==> src/rtl/bcd_pwm_pkg.sv <==
package bcd_pwm_pkg;

  typedef logic [3:0] bcd_digit_t;

  localparam bcd_digit_t BCD_NINE = 4'd9;
  localparam bcd_digit_t BCD_ZERO = 4'd0;

  // A digit is legal BCD when it does not exceed nine.
  function automatic logic bcd_digit_legal(input bcd_digit_t d);
    return d <= BCD_NINE;
  endfunction

  // Next value of a single decade stage when it is enabled.
  function automatic bcd_digit_t bcd_digit_step(input bcd_digit_t d);
    return (d == BCD_NINE) ? BCD_ZERO : bcd_digit_t'(d + 4'd1);
  endfunction

endpackage

==> src/rtl/bcd_decade_stage.sv <==
module bcd_decade_stage
  import bcd_pwm_pkg::*;
(
  input  logic       clk,
  input  logic       rst,
  input  logic       carry_in,
  output bcd_digit_t q,
  output bcd_digit_t q_nxt,
  output logic       carry_out
);

  // This stage advances only when every lower stage is at nine.
  assign q_nxt     = carry_in ? bcd_digit_step(q) : q;
  assign carry_out = carry_in & (q == BCD_NINE);

  always_ff @(posedge clk) begin
    if (rst) q <= BCD_ZERO;
    else     q <= q_nxt;
  end

endmodule

==> src/rtl/bcd_setpoint_clamp.sv <==
module bcd_setpoint_clamp
  import bcd_pwm_pkg::*;
#(
  parameter int DIGITS = 2,
  localparam int W = 4 * DIGITS
)(
  input  logic [W-1:0] raw,
  output logic [W-1:0] clamped
);

  logic [DIGITS-1:0] bad;
  logic [DIGITS-1:0] zero;
  logic [W-1:0]      all_nines;

  for (genvar g = 0; g < DIGITS; g++) begin : g_dig
    assign bad[g]             = !bcd_digit_legal(raw[4*g +: 4]);
    assign zero[g]            = (raw[4*g +: 4] == BCD_ZERO);
    assign all_nines[4*g +: 4] = BCD_NINE;
  end

  localparam logic [W-1:0] ONE = W'(1);

  // An illegal digit anywhere wins over the zero case.
  always_comb begin
    if (|bad)       clamped = all_nines;
    else if (&zero) clamped = ONE;
    else            clamped = raw;
  end

endmodule

==> src/rtl/bcd_match.sv <==
module bcd_match
  import bcd_pwm_pkg::*;
#(
  parameter int DIGITS = 2,
  localparam int W = 4 * DIGITS
)(
  input  logic [W-1:0] a,
  input  logic [W-1:0] b,
  output logic         eq
);

  logic [DIGITS-1:0] dig_eq;

  for (genvar g = 0; g < DIGITS; g++) begin : g_cmp
    assign dig_eq[g] = (bcd_digit_t'(a[4*g +: 4]) == bcd_digit_t'(b[4*g +: 4]));
  end

  assign eq = &dig_eq;

endmodule

==> src/rtl/bcd_pwm_gen.sv <==
module bcd_pwm_gen
  import bcd_pwm_pkg::*;
#(
  parameter int DIGITS = 2,
  localparam int W = 4 * DIGITS
)(
  input  logic         clk,
  input  logic         rst,
  input  logic [W-1:0] duty_bcd,
  output logic         pwm_out,
  output logic         period_stb
);

  localparam logic [W-1:0] DUTY_MIN = W'(1);

  logic [DIGITS:0] carry;
  logic [W-1:0]    cnt_q;
  logic [W-1:0]    cnt_nxt;
  logic [W-1:0]    duty_safe;
  logic [W-1:0]    duty_hold;
  logic            hit_end;
  logic            wrap_now;
  logic            pwm_q;
  logic            stb_q;

  assign carry[0] = 1'b1;

  // Decade chain: each stage is enabled by the carry of the stages below it.
  for (genvar g = 0; g < DIGITS; g++) begin : g_stage
    bcd_decade_stage u_stage (
      .clk      (clk),
      .rst      (rst),
      .carry_in (carry[g]),
      .q        (cnt_q[4*g +: 4]),
      .q_nxt    (cnt_nxt[4*g +: 4]),
      .carry_out(carry[g+1])
    );
  end

  // A carry out of the top stage means every digit is nine: the period ends.
  assign wrap_now = carry[DIGITS];

  bcd_setpoint_clamp #(.DIGITS(DIGITS)) u_clamp (
    .raw    (duty_bcd),
    .clamped(duty_safe)
  );

  bcd_match #(.DIGITS(DIGITS)) u_match (
    .a (cnt_nxt),
    .b (duty_hold),
    .eq(hit_end)
  );

  // The duty setting is taken only at the period boundary.
  always_ff @(posedge clk) begin
    if (rst)           duty_hold <= DUTY_MIN;
    else if (wrap_now) duty_hold <= duty_safe;
  end

  // Set as a period opens, cleared when the next count equals the held duty.
  always_ff @(posedge clk) begin
    if (rst)           pwm_q <= 1'b0;
    else if (wrap_now) pwm_q <= 1'b1;
    else if (hit_end)  pwm_q <= 1'b0;
  end

  always_ff @(posedge clk) begin
    if (rst) stb_q <= 1'b0;
    else     stb_q <= wrap_now;
  end

  assign pwm_out    = pwm_q;
  assign period_stb = stb_q;

endmodule

==> config.mk <==
export PLATFORM = sky130hd
export DESIGN_NAME = bcd_pwm_gen
export DESIGN_NICKNAME = d
export VERILOG_FILES = /design/src/rtl/bcd_pwm_pkg.sv /design/src/rtl/bcd_decade_stage.sv /design/src/rtl/bcd_setpoint_clamp.sv /design/src/rtl/bcd_match.sv /design/src/rtl/bcd_pwm_gen.sv
export SDC_FILE = /design/constraint.sdc
export NUM_CORES = 1
export LEC_CHECK = 0
export ABC_CLOCK_PERIOD_IN_PS = 5150
export CAP_MARGIN = 0
export CORE_MARGIN = 5
export CORE_UTILIZATION = 35
export DETAILED_ROUTE_END_ITERATION = 8
export SLEW_MARGIN = 40
export SYNTH_ARGS = -nofsm -noshare
export SYNTH_HDL_FRONTEND = slang
export SYNTH_SLANG_ARGS = --single-unit
export TNS_END_PERCENT = 5
==> constraint.sdc <==
create_clock -name clk -period 5.15 [get_ports clk]
set_clock_uncertainty 0.05 [all_clocks]
set_input_delay 0.7725 -clock clk [delete_from_list [all_inputs] [get_ports clk]]
set_output_delay 0.7725 -clock clk [all_outputs]
set_load 0.02 [all_outputs]
# After elaboration in Yosys (flattened, before gate mapping)
# Cells that the tools add are included.
# Widths: inputs -> output; s select.
word_totals:
  wordCells: 29
  out_inout_bits: 2
  regBits: 18
  in_bits: 10
classes:
  addsub: 2
  reduce_logical: 8
  n_eq_ne: 4
  order_cmp: 2
  bitwise: 1
  mux: 7
ops:
  columns: ["operator", "count"]
  rows:
  - ["$mux 8", 2]
  - ["$mux 4", 3]
  - ["$add 4x1->4 const B", 2]
  - ["$eq 4x4->1", 2]
  - ["$eq 4x4->1 const B", 2]
  - ["$le 4x4->1 const B", 2]
  - ["$logic_not 4->1", 2]
  - ["$reduce_and 2->1", 2]
  - ["$logic_not 1->1", 2]
  - ["$mux 1", 2]
  - ["$reduce_bool 2->1", 1]
  - ["$reduce_or 2->1", 1]
  - ["$and 1x1->1", 1]

# Longest topological paths before layout
# Gate-level depths: netlist of the first run.
logic_depth:
  word_depth: 7
  ltp_mapped: 9
  ltp_nobuf: 7

# Hierarchy
# From an unflattened synthesis of the first run, not the netlist that was laid out.
unflattened:
  hier_cells: 103
  hier_area_um2: 932.1
by_module_without_submodules:
  columns: ["mod", "area_per_inst_um2", "instances", "cells_per_inst", "seq_area_each_um2"]
  rows:
  - ["bcd_decade_stage", 198.9, 2, 22, 80.1]
  - ["bcd_pwm_gen", 352.8, 1, 33, 200.2]
  - ["bcd_setpoint_clamp", 95.1, 1, 15, 0.0]
  - ["bcd_match", 86.3, 1, 11, 0.0]

# Worst setup path before layout of the first run
# OpenSTA, ideal clock, no wires.
synth_path:
  path_type: "reg2reg"
  from: "register g_stage[1].u_stage.q[1]"
  to: "register duty_hold[1]"
  setup_time_ns: 0.128
  arrival_ns: 1.581
  slack_ns: 3.391
  path_stages_with_launch: 10
  required_time_ns: 4.972
  n_path_buf: 2
  synth_period_minus_slack_ns: 1.759
  path_cell_list: "dfxtp_1 inv_1 ha_1 and3b_1 clkbuf_2 and2_1 buf_2 and3_1 a22oi_1 nor2_1"
synth_via:
  elab_chain_cells: 2
synth_lines:
  columns: ["item", "line", "source"]
  rows:
  - ["start, declared", "bcd_decade_stage.sv:7", "output bcd_digit_t q,"]
  - ["start signal, assigned", "bcd_decade_stage.sv:18", "else q <= q_nxt;"]
  - ["$eq 4x4->1", "bcd_decade_stage.sv:14", "assign carry_out = carry_in & (q == BCD_NINE);"]
  - ["$and 1x1->1", "bcd_decade_stage.sv:14", null]
  - ["end signal, assigned", "bcd_pwm_gen.sv:57", "else if (wrap_now) duty_hold <= duty_safe;"]
  - ["end, declared", "bcd_pwm_gen.sv:20", "logic [W-1:0] duty_hold;"]
# No other way between the ends.
# A chain may end at the register's enable or synchronous reset.

# Final worst setup path of the first run
layout_path:
  from: "register pwm_q, in the netlist pwm_out"
  to: "output pwm_out"
layout_rtl:
  columns: ["item", "line", "source"]
  rows:
  - ["start, declared", "bcd_pwm_gen.sv:23", "logic pwm_q;"]
  - ["start signal, assigned", "bcd_pwm_gen.sv:62", "if (rst) pwm_q <= 1'b0;"]
  - ["start signal, assigned", "bcd_pwm_gen.sv:63", "else if (wrap_now) pwm_q <= 1'b1;"]
  - ["start signal, assigned", "bcd_pwm_gen.sv:64", "else if (hit_end) pwm_q <= 1'b0;"]
  - ["end, declared", "bcd_pwm_gen.sv:10", "output logic pwm_out,"]
# No word-level cell between the ends.

==> impl_metrics.toml, run 1 <==
[layout]
drive_above_1_share = 0.05385
antenna_cells = 0
instances_no_fill = 161
nets = 144
finish.utilization = 0.4165
seqCellArea_sq_um = 360.3
fill_cells = 300
syn_to_final_growth_pct = 13.47
multi_input_area_sq_um = 605.6
final_area_sq_um = 1149

[clocking]
cts_root_buffer = "clkbuf_4"
clkTransAtPathRegs_ns = 0.10
cts.htree.levels = 1
postCtsSetupBuffers = 0
cts_hold_buf = 0
clk_latency_ns = 0.29
cts_buffer_depth = 2
cts_resized = 0
clkSinkCount = 18
cts_tree = "built"
numCtsBuffers = 3

[placed_design]
placed_cells = 158
place_area_sq_um = 1126
place.gp.congestion = 0.8364
io_buffers = 11
hpwlAfterDp_um = 1571

[global_route]
grt_pass1_vias = 854
grt_pass1_wl_um = 3677
grt_overflow = 0
track_usage = 0.1116
antenna_found_initial = 0
grt_max_degree = 19

[yosys]
ys_types = 45
syn_area_per_cell_sq_um = 8.229
yosysTopAreaCell = "dfxtp_1"
ys.warnings.count = 0
netlist_area_sq_um = 1012
synth_seq_cells = 18
syn_inst = 123
yosys.area.top_type_share = 0.3560
syn-num-nets = 135
synth_edf_count = 0
yosys-top-cells-area = "dfxtp_1, nor2_1, a21oi_1"
synthFlopType = "dfxtp_1"
synth_commonest_cells = "dfxtp_1, nor2_1, a21oi_1"
synth-seq-area-share = 0.3560
ys_async_sr_fraction = 0

[sta]
fin_tns_setup_ns = 0
setup_viol_count_final = 0
rsz0062_at_grt = "no"
period_needed_ns = 2.077
tightest_slew_ns = 0.6263
fmax_mhz = 481.6
relSlewSlack = 0.5812
slew_viol_final = 0
period_share = 0.4032
hold_viol_final = 0
whs_ns = 0.4500

[worst_setup_path]
startpoint_type = "flip-flop"
crit_buf_inv = 1
cpMaxStageDelayCell = "clkdlybuf4s50_1"
slowest_delay_ns = 0.61
reg2reg_to = "duty_hold[0]"
cp_num_cells = 1
path_cells = "clkdlybuf4s50_1"
crit_fanout = 2
endpoint = "pwm_out"
cp-startpoint = "pwm_out"
critical_path.top_delay_family = "buffers and inverters"
regToRegSetupSlack_ns = 3.12
critPathArrivalTime_ns = 1.25
critPathKind = "flip-flop to output pin"
r2r_cells = 6
r2r_start = "g_stage[1].u_stage.q[0]"
setup.worst_path.end_class = "output pin"
required_ns = 4.33

[hold_path]
hp-class = "flip-flop to flip-flop"

[detailed_routing]
vias = 892
drc = 0
routedWlPerCell_um = 12.84
drt_iter0_markers = 21
via_per_inst = 5.540
antenna_left = 0
firstDrtPassIters = 4
wl_um = 2068

[floorplan]
num_rows = 19
start_util = 0.3671
die_w_um = 63.78
io_pins = 12
dieArea_sq_um = 4067
core_area_sq_um = 2758
fp.dieH_um = 63.78

[flow_run]
cap_violations = 0

[pwr]
p_leak_nw = 0.4074
power_density_nw_per_um2 = 203.5
vdd_ir_drop_max_mv = 0.1434

[run_status]
status = "finished clean"
## sequential cells by signal, summed over array words and instances, names as in the netlist
name,cells
g_stage.u_stage.q,8
duty_hold,8
period_stb,1
pwm_out,1
## metrics by stage
stage          setup WS, ns  power (W)
6_report              3.073  0.0002337
5_1_grt               2.977  0.0002473
4_1_cts               3.056  0.0002383
3_5_place_dp          2.948  0.0001695
3_3_place_gp          2.979  0.0001689
2_1_floorplan         3.391  0.0001591
## cell families (layout without fill, tap and decap cells)
family / Yosys count / after routing / synth area share
flops: 18 / 18 / 0.3560
simple gates: 58 / 58 / 0.3214
compound gates: 30 / 30 / 0.2089
xor+xnor: 5 / 5 / 0.04327
buf+inv: 10 / 17 / 0.04573
fa+ha+maj: 2 / 2 / 0.02472
## how the worst min path moves through the flow
stage | startpoint | endpoint | slack, ns | depth (start not counted)
floorplan | duty_hold[0] | duty_hold[0] | 0.40 | 2
global placement | duty_hold[0] | duty_hold[0] | 0.43 | 2
detailed placement | duty_hold[0] | duty_hold[0] | 0.43 | 2
CTS | duty_hold[0] | duty_hold[0] | 0.46 | 2
global route | duty_hold[0] | duty_hold[0] | 0.49 | 2
finish | duty_hold[0] | duty_hold[0] | 0.45 | 2
## layer usage
| metal | up-vias | wire length, um | global-route usage |
|---|---|---|---|
| met5 | - | 0 | 0 |
| li1 | 464 | - | - |
| met4 | 0 | 19 | 0.05974 |
| met1 | 408 | 973 | 0.1293 |
| met2 | 18 | 997 | 0.1916 |
| met3 | 2 | 79 | 0.02277 |
## cell type report
| cell class | instances | area share |
|---|---|---|
| multi-input combinational | 95 | 0.5272 |
| sequential | 18 | 0.3137 |
| timing repair buffer | 11 | 0.09586 |
| tap | 31 | 0.03377 |
| clock buffer | 3 | 0.01961 |
| inverter | 3 | 0.009804 |
## layout by cell type (no fill, tap or decap), drive strengths merged, types with 4 or more instances in the layout
master,synthesis,final
nand2,5,5
a21oi,7,7
nand2b,5,5
a22oi,4,4
nor2,18,18
nor3,5,5
clkdlybuf4s50,0,11
o21ai,6,6
dfxtp,18,18
nand3,4,4
## worst min-delay path: cells and delay by family (launching register included)
| family | cells | cell delay, ns |
|---|---|---|
| AOI/OAI and AO/OA | 1 | 0.07 |
| and+or+nand+nor | 1 | 0.06 |
| DFF | 1 | 0.34 |
## report_power, final
group          internal, W  switching (W)
Sequential        0.000141     0.00000355
Clock            0.0000272      0.0000405
Combinational    0.0000128     0.00000893
Total             0.000181      0.0000530
(Power assumes the default switching activity.)
==> run 2: changes to the inputs <==
--- a/config.mk
+++ b/config.mk
@@ -5,7 +5,7 @@
 export SDC_FILE = /design/constraint.sdc
 export NUM_CORES = 1
 export LEC_CHECK = 0
-export ABC_CLOCK_PERIOD_IN_PS = 5150
+export ABC_CLOCK_PERIOD_IN_PS = 2000
 export CAP_MARGIN = 0
 export CORE_MARGIN = 5
 export CORE_UTILIZATION = 35
==> constraint.sdc (replaced) <==
create_clock -name clk -period 2 [get_ports clk]
set_clock_uncertainty 0.05 [all_clocks]
set_input_delay 0.3 -clock clk [delete_from_list [all_inputs] [get_ports clk]]
set_output_delay 0.3 -clock clk [all_outputs]
set_load 0.02 [all_outputs]
==> run 2 against run 1 <==
Total power grew to 2.6 times the previous value. Combinational power grew to 3.0 times the previous value. First-iteration DRC count is 100% higher. Die area is the same. Design area up 4.2%. Routed wire length is 7.4% higher. Critical path type is now flip-flop to flip-flop. Non-clock buffer count grew 6.
==> impl_metrics.toml, run 2 (synthesized netlist as in run 1, its figures left out) <==
[run_status]
status = "finished clean"

[worst_setup_path]
reg2reg_to = "duty_hold[0]"
startpoint_type = "flip-flop"
critPathArrivalTime_ns = 1.94
critPathKind = "flip-flop to flip-flop"
required_ns = 2.14
crit_fanout = 8
r2r_cells = 7
r2r_start = "g_stage[1].u_stage.q[1]"
setup.worst_path.end_class = "flip-flop"
regToRegSetupSlack_ns = 0.19

[detailed_routing]
firstDrtPassIters = 4
vias = 956
via_per_inst = 5.725
drt_iter0_markers = 42
routedWlPerCell_um = 13.30
antenna_left = 0
wl_um = 2221
drc = 0

[floorplan]
fp.dieH_um = 63.78
num_rows = 19
io_pins = 12
die_w_um = 63.78
start_util = 0.3671
dieArea_sq_um = 4067
core_area_sq_um = 2758

[layout]
nets = 150
antenna_cells = 0
reg_top3 = "duty_hold x8, g_stage.u_stage.q x8"
drive_above_1_share = 0.1176
fill_cells = 291
final_cell_mix = "nor2_1, dfxtp_1, clkdlybuf4s50_1, a21oi_1, buf_4"
syn_to_final_growth_pct = 18.29
final_common_cell = "nor2_1"
multi_input_area_sq_um = 608.1
seqCellArea_sq_um = 361.6

[clocking]
cts_tree = "built"
numCtsBuffers = 3
cts_buffer_depth = 2
cts.htree.levels = 1
clk_latency_ns = 0.29
clkSinkCount = 18
clkTransAtPathRegs_ns = 0.10
cts_hold_buf = 0
cts_root_buffer = "clkbuf_4"

[sta]
relSlewSlack = 0.7942
rsz0062_at_grt = "no"
fin_tns_setup_ns = 0
slew_viol_final = 0
fin_ws_ns = 0.1948
period_needed_ns = 1.805
hold_viol_final = 0
setup_viol_count_final = 0
fmax_mhz = 553.9
period_share = 0.9026
tightest_slew_ns = 0.3059

[placed_design]
hpwlAfterDp_um = 1713
post-place-ws_ns = 0.02303
io_buffers = 11
place.gp.congestion = 0.8394

[flow_run]
cap_violations = 0

[hold_path]
hp-class = "flip-flop to flip-flop"
worstHoldStart = "duty_hold[0]"
min_to = "duty_hold[0]"
hold_depth = 2

[pwr]
power_density_nw_per_um2 = 512.9
p_leak_nw = 0.4384
vdd_ir_drop_max_mv = 0.3931

[global_route]
antenna_found_initial = 0
grt_pass1_wl_um = 4015
grt_overflow = 0
grt_max_degree = 19
track_usage = 0.1203
grt_pass1_vias = 951
run 2: report_power, final:
part           internal [W]  total (W)  leakage, nW  switching [W]
Clock             0.0000702   0.000181       0.0138       0.000111
Combinational     0.0000375  0.0000654        0.278      0.0000279
Sequential         0.000363   0.000368        0.146     0.00000550
Total              0.000470   0.000614        0.438       0.000144
run 2: timing repair:
item | 4_1_cts | 5_1_grt
endpoints found under the setup margin | 1 | 3
buffers inserted | 0 | 0
gates resized for setup | 1 | 2
run 2: final cells by class:
type                    count  share of cell area
inverters                   3            0.009404
repair buffers             17              0.1296
flip-flops and latches     18              0.3020
multi-input cells          95              0.5078
well taps                  31             0.03239
clock buffers               3             0.01881
run 2: layer usage:
layer | wire length (um) | global-route usage
met1 | 1001 | 0.1453
met2 | 1084 | 0.2018
met3 | 87 | 0.02452
met4 | 48 | 0.05974
met5 | 0 | 0
run 2: how the worst max path moves through the flow:
stage,from,end,depth (start not counted)
floorplan,g_stage[1].u_stage.q[1],duty_hold[1],9
detailed placement,g_stage[1].u_stage.q[1],duty_hold[0],7
CTS,g_stage[1].u_stage.q[1],duty_hold[0],7
finish,g_stage[1].u_stage.q[1],duty_hold[0],7
global placement,g_stage[1].u_stage.q[1],duty_hold[0],7
global route,g_stage[1].u_stage.q[1],pwm_out,7
run 2: worst max-delay path, stage by stage (launching register included):
cell and delay, ns:
dfxtp_2 0.36, inv_1 0.10, ha_1 0.19, and3b_2 0.27
and2_2 0.25, nand3_1 0.11, o32ai_1 0.29, nand2b_1 0.08
run 2: metrics by stage:
stage / utilization / hold WS [ns] / instances / area (sq um) / power, W
after global routing: 0.4342 / 0.4936 / 167 / 1197 / 0.0006481
after CTS: 0.4333 / 0.4680 / 167 / 1195 / 0.0006186
after detailed placement: 0.4247 / 0.4435 / 164 / 1171 / 0.0004415
after floorplan: - / 0.3983 / 123 / 1012 / 0.0004096
after global placement: 0.4247 / 0.4493 / 164 / 1171 / 0.0004404
final: 0.4342 / 0.4604 / 167 / 1197 / 0.0006142
